`src/rtl/rtc_pkg.sv`:
```
package rtc_pkg;

  localparam int ADDR_W_DEF = 8;

  localparam logic [7:0] A_SEC  = 8'h00;
  localparam logic [7:0] A_MIN  = 8'h02;
  localparam logic [7:0] A_HR   = 8'h04;
  localparam logic [7:0] A_WDAY = 8'h06;
  localparam logic [7:0] A_MDAY = 8'h07;
  localparam logic [7:0] A_MON  = 8'h08;
  localparam logic [7:0] A_YR   = 8'h09;
  localparam logic [7:0] A_CTLA = 8'h0A;
  localparam logic [7:0] A_CTLB = 8'h0B;
  localparam logic [7:0] A_FLAG = 8'h0C;
  localparam logic [7:0] A_VALID = 8'h0D;

  localparam logic [2:0] DIV_32K   = 3'b010;
  localparam logic [3:0] RATE_1K   = 4'd6;

  typedef enum logic [2:0] {
    FLD_SEC, FLD_MIN, FLD_HR, FLD_WDAY, FLD_MDAY, FLD_MON, FLD_YR
  } field_e;

  typedef struct packed {
    logic [7:0] sec;
    logic [7:0] min;
    logic [7:0] hr;
    logic [7:0] wday;
    logic [7:0] mday;
    logic [7:0] mon;
    logic [7:0] yr;
  } rtc_time_t;

  function automatic logic [7:0] bcd_to_bin(input logic [7:0] v);
    return ({4'b0, v[7:4]} * 8'd10) + {4'b0, v[3:0]};
  endfunction

  function automatic logic [7:0] bin_to_bcd(input logic [7:0] v);
    logic [7:0] tens;
    logic [7:0] ones;
    tens = v / 8'd10;
    ones = v % 8'd10;
    return {tens[3:0], ones[3:0]};
  endfunction

  function automatic logic is_leap(input logic [7:0] yr);
    return (yr[1:0] == 2'b00);
  endfunction

  function automatic logic [7:0] days_in_month(input logic [7:0] mon, input logic [7:0] yr);
    case (mon)
      8'd2:                     return is_leap(yr) ? 8'd29 : 8'd28;
      8'd4, 8'd6, 8'd9, 8'd11:  return 8'd30;
      default:                  return 8'd31;
    endcase
  endfunction

  function automatic logic stop_code(input logic [2:0] dv);
    return (dv == 3'b110) || (dv == 3'b111);
  endfunction

endpackage

```
`src/rtl/rtc_calendar.sv`:
```
module rtc_calendar
  import rtc_pkg::*;
(
  input  logic       clk,
  input  logic       rst_n,
  input  logic       adv,
  input  logic       wr_en,
  input  field_e     wr_field,
  input  logic [7:0] wr_val,
  output rtc_time_t  tm
);

  rtc_time_t nxt;
  logic sec_wrap, min_wrap, hr_wrap, day_wrap, mon_wrap;
  logic [7:0] month_len;

  assign month_len = days_in_month(tm.mon, tm.yr);
  assign sec_wrap  = (tm.sec  >= 8'd59);
  assign min_wrap  = (tm.min  >= 8'd59);
  assign hr_wrap   = (tm.hr   >= 8'd23);
  assign day_wrap  = (tm.mday >= month_len);
  assign mon_wrap  = (tm.mon  >= 8'd12);

  always_comb begin
    nxt = tm;
    if (!sec_wrap) begin
      nxt.sec = tm.sec + 8'd1;
    end else begin
      nxt.sec = 8'd0;
      if (!min_wrap) begin
        nxt.min = tm.min + 8'd1;
      end else begin
        nxt.min = 8'd0;
        if (!hr_wrap) begin
          nxt.hr = tm.hr + 8'd1;
        end else begin
          nxt.hr   = 8'd0;
          nxt.wday = (tm.wday >= 8'd7) ? 8'd1 : tm.wday + 8'd1;
          if (!day_wrap) begin
            nxt.mday = tm.mday + 8'd1;
          end else begin
            nxt.mday = 8'd1;
            if (!mon_wrap) begin
              nxt.mon = tm.mon + 8'd1;
            end else begin
              nxt.mon = 8'd1;
              nxt.yr  = (tm.yr >= 8'd99) ? 8'd0 : tm.yr + 8'd1;
            end
          end
        end
      end
    end
  end

  always_ff @(posedge clk) begin
    if (!rst_n) begin
      tm <= '{sec: 8'd0, min: 8'd0, hr: 8'd0, wday: 8'd1,
              mday: 8'd1, mon: 8'd1, yr: 8'd0};
    end else if (wr_en) begin
      case (wr_field)
        FLD_SEC:  tm.sec  <= wr_val;
        FLD_MIN:  tm.min  <= wr_val;
        FLD_HR:   tm.hr   <= wr_val;
        FLD_WDAY: tm.wday <= wr_val;
        FLD_MDAY: tm.mday <= wr_val;
        FLD_MON:  tm.mon  <= wr_val;
        default:  tm.yr   <= wr_val;
      endcase
    end else if (adv) begin
      tm <= nxt;
    end
  end

  assert_sec_step_R4: assert property (@(posedge clk) disable iff (!rst_n)
    (adv && !wr_en && tm.sec < 8'd59) |=> (tm.sec == $past(tm.sec) + 8'd1));

  assert_day_wrap_R4: assert property (@(posedge clk) disable iff (!rst_n)
    (adv && !wr_en && sec_wrap && min_wrap && hr_wrap && day_wrap) |=> (tm.mday == 8'd1));

  assert_idle_hold_R5: assert property (@(posedge clk) disable iff (!rst_n)
    (!adv && !wr_en) |=> $stable(tm));

endmodule

```
`src/rtl/rtc_periodic.sv`:
```
module rtc_periodic #(
  parameter int CNT_W  = 15,
  parameter int RATE_W = 4
) (
  input  logic              clk,
  input  logic              rst_n,
  input  logic              osc_tick,
  input  logic              run,
  input  logic              restart,
  input  logic [RATE_W-1:0] rate,
  output logic              evt
);

  logic [CNT_W-1:0]  cnt;
  logic [CNT_W-1:0]  mask;
  logic [RATE_W-1:0] shamt;
  logic              rate_on;

  assign rate_on = (rate != '0);
  assign shamt   = rate - RATE_W'(1);
  assign mask    = (CNT_W'(1) << shamt) - CNT_W'(1);
  assign evt     = osc_tick && run && rate_on && ((cnt & mask) == mask);

  always_ff @(posedge clk) begin
    if (!rst_n || restart) begin
      cnt <= '0;
    end else if (osc_tick && run) begin
      cnt <= cnt + CNT_W'(1);
    end
  end

  assert_no_evt_stopped_R10: assert property (@(posedge clk) disable iff (!rst_n)
    !run |-> !evt);

  assert_cnt_frozen_R10: assert property (@(posedge clk) disable iff (!rst_n)
    (!run && !restart) |=> $stable(cnt));

  assert_no_evt_rate0_R8: assert property (@(posedge clk) disable iff (!rst_n)
    (rate == '0) |-> !evt);

endmodule

```
`src/rtl/rtc_regfile.sv`:
```
module rtc_regfile
  import rtc_pkg::*;
#(
  parameter int ADDR_W = ADDR_W_DEF,
  parameter int CNT_W  = 15
) (
  input  logic              clk,
  input  logic              rst_n,
  input  logic              strap_binary,
  input  logic              sec_tick,
  input  logic              osc_tick,
  input  logic [ADDR_W-1:0] addr,
  input  logic              wr_en,
  input  logic [7:0]        wdata,
  input  logic              rd_en,
  output logic [7:0]        rdata,
  output logic              irq
);

  localparam int RATE_W = 4;

  rtc_time_t  tm;
  logic       uip;
  logic [6:0] ctla;
  logic [7:0] ctlb;
  logic       pf, irqf;

  logic [7:0] a8;
  logic       hit_time;
  field_e     fsel;
  logic       wr_time, wr_a, wr_b, rd_a, rd_c;
  logic       run, freeze, pie, bin_mode;
  logic       adv, pevt;
  logic [7:0] wr_val;

  assign a8 = 8'(addr);

  always_comb begin
    hit_time = 1'b1;
    fsel     = FLD_SEC;
    if (ADDR_W > 8 && (addr >> 8) != '0) hit_time = 1'b0;
    else begin
      case (a8)
        A_SEC:   fsel = FLD_SEC;
        A_MIN:   fsel = FLD_MIN;
        A_HR:    fsel = FLD_HR;
        A_WDAY:  fsel = FLD_WDAY;
        A_MDAY:  fsel = FLD_MDAY;
        A_MON:   fsel = FLD_MON;
        A_YR:    fsel = FLD_YR;
        default: hit_time = 1'b0;
      endcase
    end
  end

  assign freeze   = ctlb[7];
  assign pie      = ctlb[6];
  assign bin_mode = ctlb[2];
  assign run      = !stop_code(ctla[6:4]);
  assign adv      = sec_tick && run && !freeze;

  assign wr_time = wr_en && hit_time;
  assign wr_a    = wr_en && (addr == ADDR_W'(A_CTLA));
  assign wr_b    = wr_en && (addr == ADDR_W'(A_CTLB));
  assign rd_a    = rd_en && (addr == ADDR_W'(A_CTLA));
  assign rd_c    = rd_en && (addr == ADDR_W'(A_FLAG));
  assign wr_val  = bin_mode ? wdata : bcd_to_bin(wdata);

  rtc_calendar u_cal (
    .clk      (clk),
    .rst_n    (rst_n),
    .adv      (adv),
    .wr_en    (wr_time),
    .wr_field (fsel),
    .wr_val   (wr_val),
    .tm       (tm)
  );

  rtc_periodic #(.CNT_W(CNT_W), .RATE_W(RATE_W)) u_per (
    .clk      (clk),
    .rst_n    (rst_n),
    .osc_tick (osc_tick),
    .run      (run),
    .restart  (wr_a),
    .rate     (ctla[3:0]),
    .evt      (pevt)
  );

  function automatic logic [7:0] show(input logic [7:0] v, input logic bm);
    return bm ? v : bin_to_bcd(v);
  endfunction

  always_ff @(posedge clk) begin
    if (!rst_n) begin
      uip  <= 1'b0;
      ctla <= {DIV_32K, RATE_1K};
      ctlb <= {1'b0, 1'b1, 3'b000, strap_binary, 1'b1, 1'b0};
      pf   <= 1'b0;
      irqf <= 1'b0;
    end else begin
      if (rd_a) uip <= !uip;
      if (wr_a) ctla <= wdata[6:0];
      if (wr_b) ctlb <= wdata;
      if (rd_c) begin
        pf   <= 1'b0;
        irqf <= 1'b0;
      end
      if (pevt) begin
        pf <= 1'b1;
        if (pie) irqf <= 1'b1;
      end
    end
  end

  always_ff @(posedge clk) begin
    if (!rst_n) begin
      rdata <= 8'h00;
    end else if (rd_en) begin
      if (hit_time) begin
        case (fsel)
          FLD_SEC:  rdata <= show(tm.sec,  bin_mode);
          FLD_MIN:  rdata <= show(tm.min,  bin_mode);
          FLD_HR:   rdata <= show(tm.hr,   bin_mode);
          FLD_WDAY: rdata <= show(tm.wday, bin_mode);
          FLD_MDAY: rdata <= show(tm.mday, bin_mode);
          FLD_MON:  rdata <= show(tm.mon,  bin_mode);
          default:  rdata <= show(tm.yr,   bin_mode);
        endcase
      end else if (addr == ADDR_W'(A_CTLA)) rdata <= {!uip, ctla};
      else if (addr == ADDR_W'(A_CTLB))     rdata <= ctlb;
      else if (addr == ADDR_W'(A_FLAG))     rdata <= {irqf, pf, 6'b0};
      else if (addr == ADDR_W'(A_VALID))    rdata <= 8'h80;
      else                                  rdata <= 8'h00;
    end
  end

  assign irq = irqf;

  assert_uip_hold_R6: assert property (@(posedge clk) disable iff (!rst_n)
    !rd_a |=> $stable(uip));

  assert_uip_flip_R7: assert property (@(posedge clk) disable iff (!rst_n)
    rd_a |=> (uip != $past(uip)));

  assert_flags_clear_R9: assert property (@(posedge clk) disable iff (!rst_n)
    (rd_c && !pevt) |=> !irq);

  assert_irq_needs_pie_R8: assert property (@(posedge clk) disable iff (!rst_n)
    (!irq && !(pevt && pie)) |=> !irq);

  assert_valid_reads_R11: assert property (@(posedge clk) disable iff (!rst_n)
    (rd_en && addr == ADDR_W'(A_VALID)) |=> (rdata == 8'h80));

  assert_frozen_time_R5: assert property (@(posedge clk) disable iff (!rst_n)
    (freeze && !wr_time) |=> $stable(tm));

endmodule

```
`config.mk`:
```
export PLATFORM = sky130hd
export DESIGN_NAME = rtc_regfile
export DESIGN_NICKNAME = d
export VERILOG_FILES = /design/src/rtl/rtc_pkg.sv /design/src/rtl/rtc_calendar.sv /design/src/rtl/rtc_periodic.sv /design/src/rtl/rtc_regfile.sv
export SDC_FILE = /design/constraint.sdc
export NUM_CORES = 1
export LEC_CHECK = 0
export ABC_CLOCK_PERIOD_IN_PS = 3800
export BUFFER_PORTS_ARGS = -buffer_cell sky130_fd_sc_hd__buf_4
export CORE_MARGIN = 2
export CORE_UTILIZATION = 38
export CTS_CLUSTER_SIZE = 10
export DETAILED_ROUTE_END_ITERATION = 6
export HOLD_SLACK_MARGIN = 0.06
export PLACE_DENSITY = 0.62
export SYNTH_ARGS = -nofsm -noshare
export SYNTH_HDL_FRONTEND = slang
export SYNTH_HIERARCHICAL = 1
export SYNTH_SLANG_ARGS = --single-unit
```
`constraint.sdc`:
```
create_clock -name clk -period 3.8 [get_ports clk]
set_clock_uncertainty 0.15 [all_clocks]
set_input_delay 0.76 -clock clk [delete_from_list [all_inputs] [get_ports clk]]
set_output_delay 0.76 -clock clk [all_outputs]
set_load 0.01 [all_outputs]
```
==> results by group <==
Synthesis
  – Sequential area share after synthesis: 18.0%
  – YS warnings: 6
  – Cells after Synth: 1534
  – Flops & latches, synth: 97
  – Synth Flop Type: dfxtp_1
  – Synth cell types: 106
  – Syn nets: 1585
  – EDFF count, synth: 1
  – Post-Synthesis Cell Area: 0.0108 mm2
  – Mean Syn Cell Area: 7.05 um2
  – Post-synth ARST share: 0%

STA
  – RSZ-0062 raised after global routing: true
  – Final hold violations: 0
  – Fmax: 280 MHz
  – Post-layout min period: 3.57 ns
  – Slew @ Worst Pin: 0.823 ns
  – Period Utilization, post-route: 94.0%
  – Final setup margin: 0.227 ns
  – Setup violations, final: 0
  – Hold_ws: 0.316 ns
  – Slew HR: 44.6%
  – Slew Limit Fails: 0
  – Setup TNS: 0 ns

Floorplan
  – Starting density of the core: 38.7%
  – Die area: 0.0298 mm2
  – Die height: 173 um
  – # rows: 61
  – Width of the die: 173 um
  – Boundary Pins: 32
  – Core ar.: 0.0279 mm2

Placement
  – # port buffers: 31
  – Final HPWL DP: 27.6 mm
  – DP Worst Slack: 0.0872 ns
  – Placer Congestion: 0.990

Route
  – Detailed-route DRC error count: 17
  – DR WL/cell: 19.3 um
  – Drt total wl: 37.0 mm
  – Initial DRC count: 1729
  – Via count: 12100
  – ANT nets after route: 0
  – Drt via density: 6.28
  – Drt pass-1 iters: 7

GRT
  – Total GRT Usage: 23.8%
  – Initial antenna violation count: 0
  – Vias in the first global route: 10600
  – Largest net degree at the start of global routing: 70
  – Global-route wire length before repair: 58.6 mm
  – Grt total ovfl: 0

CTS
  – CTS tree: yes
  – Max clock buf depth: 2
  – Htree depth: 3
  – CTS Buf Count: 9
  – Hold Buf Count CTS: 0
  – Clk slew on worst S/H paths: 0.08 ns
  – CTS sink cnt: 97
  – Worst-Skew Late Latency: 0.36 ns
  – Root Driver: clkbuf_16
  – Post-CTS setup buffer count: 0

Critical path
  – CP Launch Point: u_cal/tm[51]$_SDFFE_PN0P_
  – R2r setup slk: 0.23 ns
  – Critical Path Sink Type: flip-flop
  – Critical Path AT: 3.66 ns
  – Startpoint types: flip-flop
  – CP required: 3.89 ns
  – Worst Setup Path Type: flip-flop to flip-flop
  – RR Startpoint: u_cal/tm[51]$_SDFFE_PN0P_
  – Max FO, Critical Path: 15

Power and ir drop
  – Comb power frac: 11.6%
  – Post-layout total power: 2220 uW
  – Clock network fraction of design power: 41.5%
  – Maximum VDD drop: 179 uV
  – Sw frac: 28.6%
  – Pwr dens: 185 mW/mm2
  – Sw power: 633 uW
  – Power Internal: 1580 uW
  – Pleak: 0.00423 uW
  – Sequential share of power: 46.9%

Final layout
  – Commonest non-fill, non-tap cell in the layout: nand2_1
  – FILL cells: 2940
  – Commonest cells after routing, fill and taps aside: nand2_1 (162), nor2_1 (118), buf_4 (113)
  – Layout Area Growth over Synthesis: 10.6%
  – Layout cell share with drive strength beyond 1: 11.8%
  – ANT cells: 0
  – Final nets: 1592

Min path
  – Hold path startpoint: ctla[4]$_SDFFE_PN0P_
  – Hold WC Path Type: flip-flop to flip-flop

Run
  – Max Cap Viol: 0

Status
  – Failing checks: DRC
  – Status: finished with violations
## critical path: stages, from the launching register on
cell      delay, ns
dfxtp_1        0.62
nor4bb_1       0.43
a211oi_1       0.13
a31oi_1        0.15
a211oi_1       0.12
o21ai_0        0.73
mux2i_1        0.41
nand4_1        0.22
o31ai_1        0.37
o31ai_1        0.12
## synthesized netlist by cell type (all sizes together) (8+ instances only)
library cell / count / area [um2]
and2: 19 / 119
nand3: 51 / 255
ha: 26 / 325
a21boi: 17 / 128
buf: 40 / 206
a21oi: 111 / 556
clkbuf: 79 / 297
and3b: 9 / 78.8
nor3: 44 / 225
a21o: 13 / 98.9
o221ai: 8 / 70.1
o22ai: 16 / 100
a22oi: 19 / 143
nand4: 14 / 87.6
nand2: 165 / 632
o31ai: 17 / 128
o2111ai: 8 / 70.1
nor4: 20 / 150
nand2b: 46 / 288
mux2i: 33 / 330
o211a: 9 / 90.1
a211oi: 20 / 155
a31oi: 23 / 144
nor3b: 15 / 113
dfxtp: 96 / 1920
o211ai: 35 / 263
or3: 8 / 55.1
xnor2: 22 / 193
nor2: 119 / 449
nand3b: 11 / 82.6
a311oi: 12 / 111
nor4b: 13 / 120
nor2b: 33 / 206
xor2: 20 / 175
a2111oi: 9 / 104
o21ai: 120 / 608
inv: 39 / 146
o21a: 8 / 60.1
and3: 19 / 120
## layout make-up
cell class | count | area, um2 | area share (%)
clock buffers | 10 | 229 | 1.91
clock inverters | 6 | 57.6 | 0.481
inverters | 41 | 154 | 1.29
multi-input cells | 1277 | 8220 | 68.6
flip-flops and latches | 97 | 1950 | 16.3
well taps | 378 | 473 | 3.95
repair buffers | 115 | 888 | 7.42
## power by group through the flow
stage / sequential, uW / combinational, uW / clock, uW
after floorplan: 1060 / 158 / 0
after global placement: 1060 / 248 / 0
after detailed placement: 1060 / 251 / 0
after CTS: 1040 / 252 / 940
after global routing: 1040 / 279 / 971
final: 1040 / 257 / 919
## flip-flops by register name, summed over array words and instances (netlist names)
register and cells:
ctla 7, ctlb 8, rdata 8, uip 1, u_cal/tm 56, pf 1, irq 1, u_per/cnt 15
## metrics by stage
step	instances	cell area, um2	util (%)
floorplan	1534	10800	-
global placement	1908	11700	41.8
detailed placement	1908	11700	41.8
CTS	1924	12000	42.8
global route	1924	12000	42.9
finish	1924	12000	42.9
## cells by family (layout without fill, tap and decap cells)
logic type | after synthesis | count (layout) | synth area share (%)
simple gates | 633 | 633 | 31.4
compound gates | 533 | 533 | 33.8
buf+inv | 160 | 172 | 6.07
flops | 97 | 97 | 18.0
xor+xnor | 42 | 42 | 3.40
mux | 40 | 40 | 3.78
fa+ha+maj | 29 | 29 | 3.47
## layer usage
metal | track usage, % | share of wire, % | up-vias
met1 | 34.2 | 45 | 5712
li1 | - | - | 5779
met5 | 0 | 0 | -
met2 | 36.4 | 44 | 512
met3 | 2.92 | 7.4 | 75
met4 | 8.90 | 3.5 | 0
## timing repair
action | in CTS | in global routing
resized for setup | 0 | 2
hold endpoints to repair | 0 | 0
endpoints found under the setup margin | 0 | 2
## worst paths after layout
kind | depth (start not counted) | endpoint
worst max register to register | 9 | rdata[2]$_SDFFE_PN0P_
worst min-delay path | 2 | ctla[4]$_SDFFE_PN0P_
worst min register to register | 2 | ctla[4]$_SDFFE_PN0P_
worst max-delay path | 9 | rdata[2]$_SDFFE_PN0P_
(Power assumes the default switching activity.)
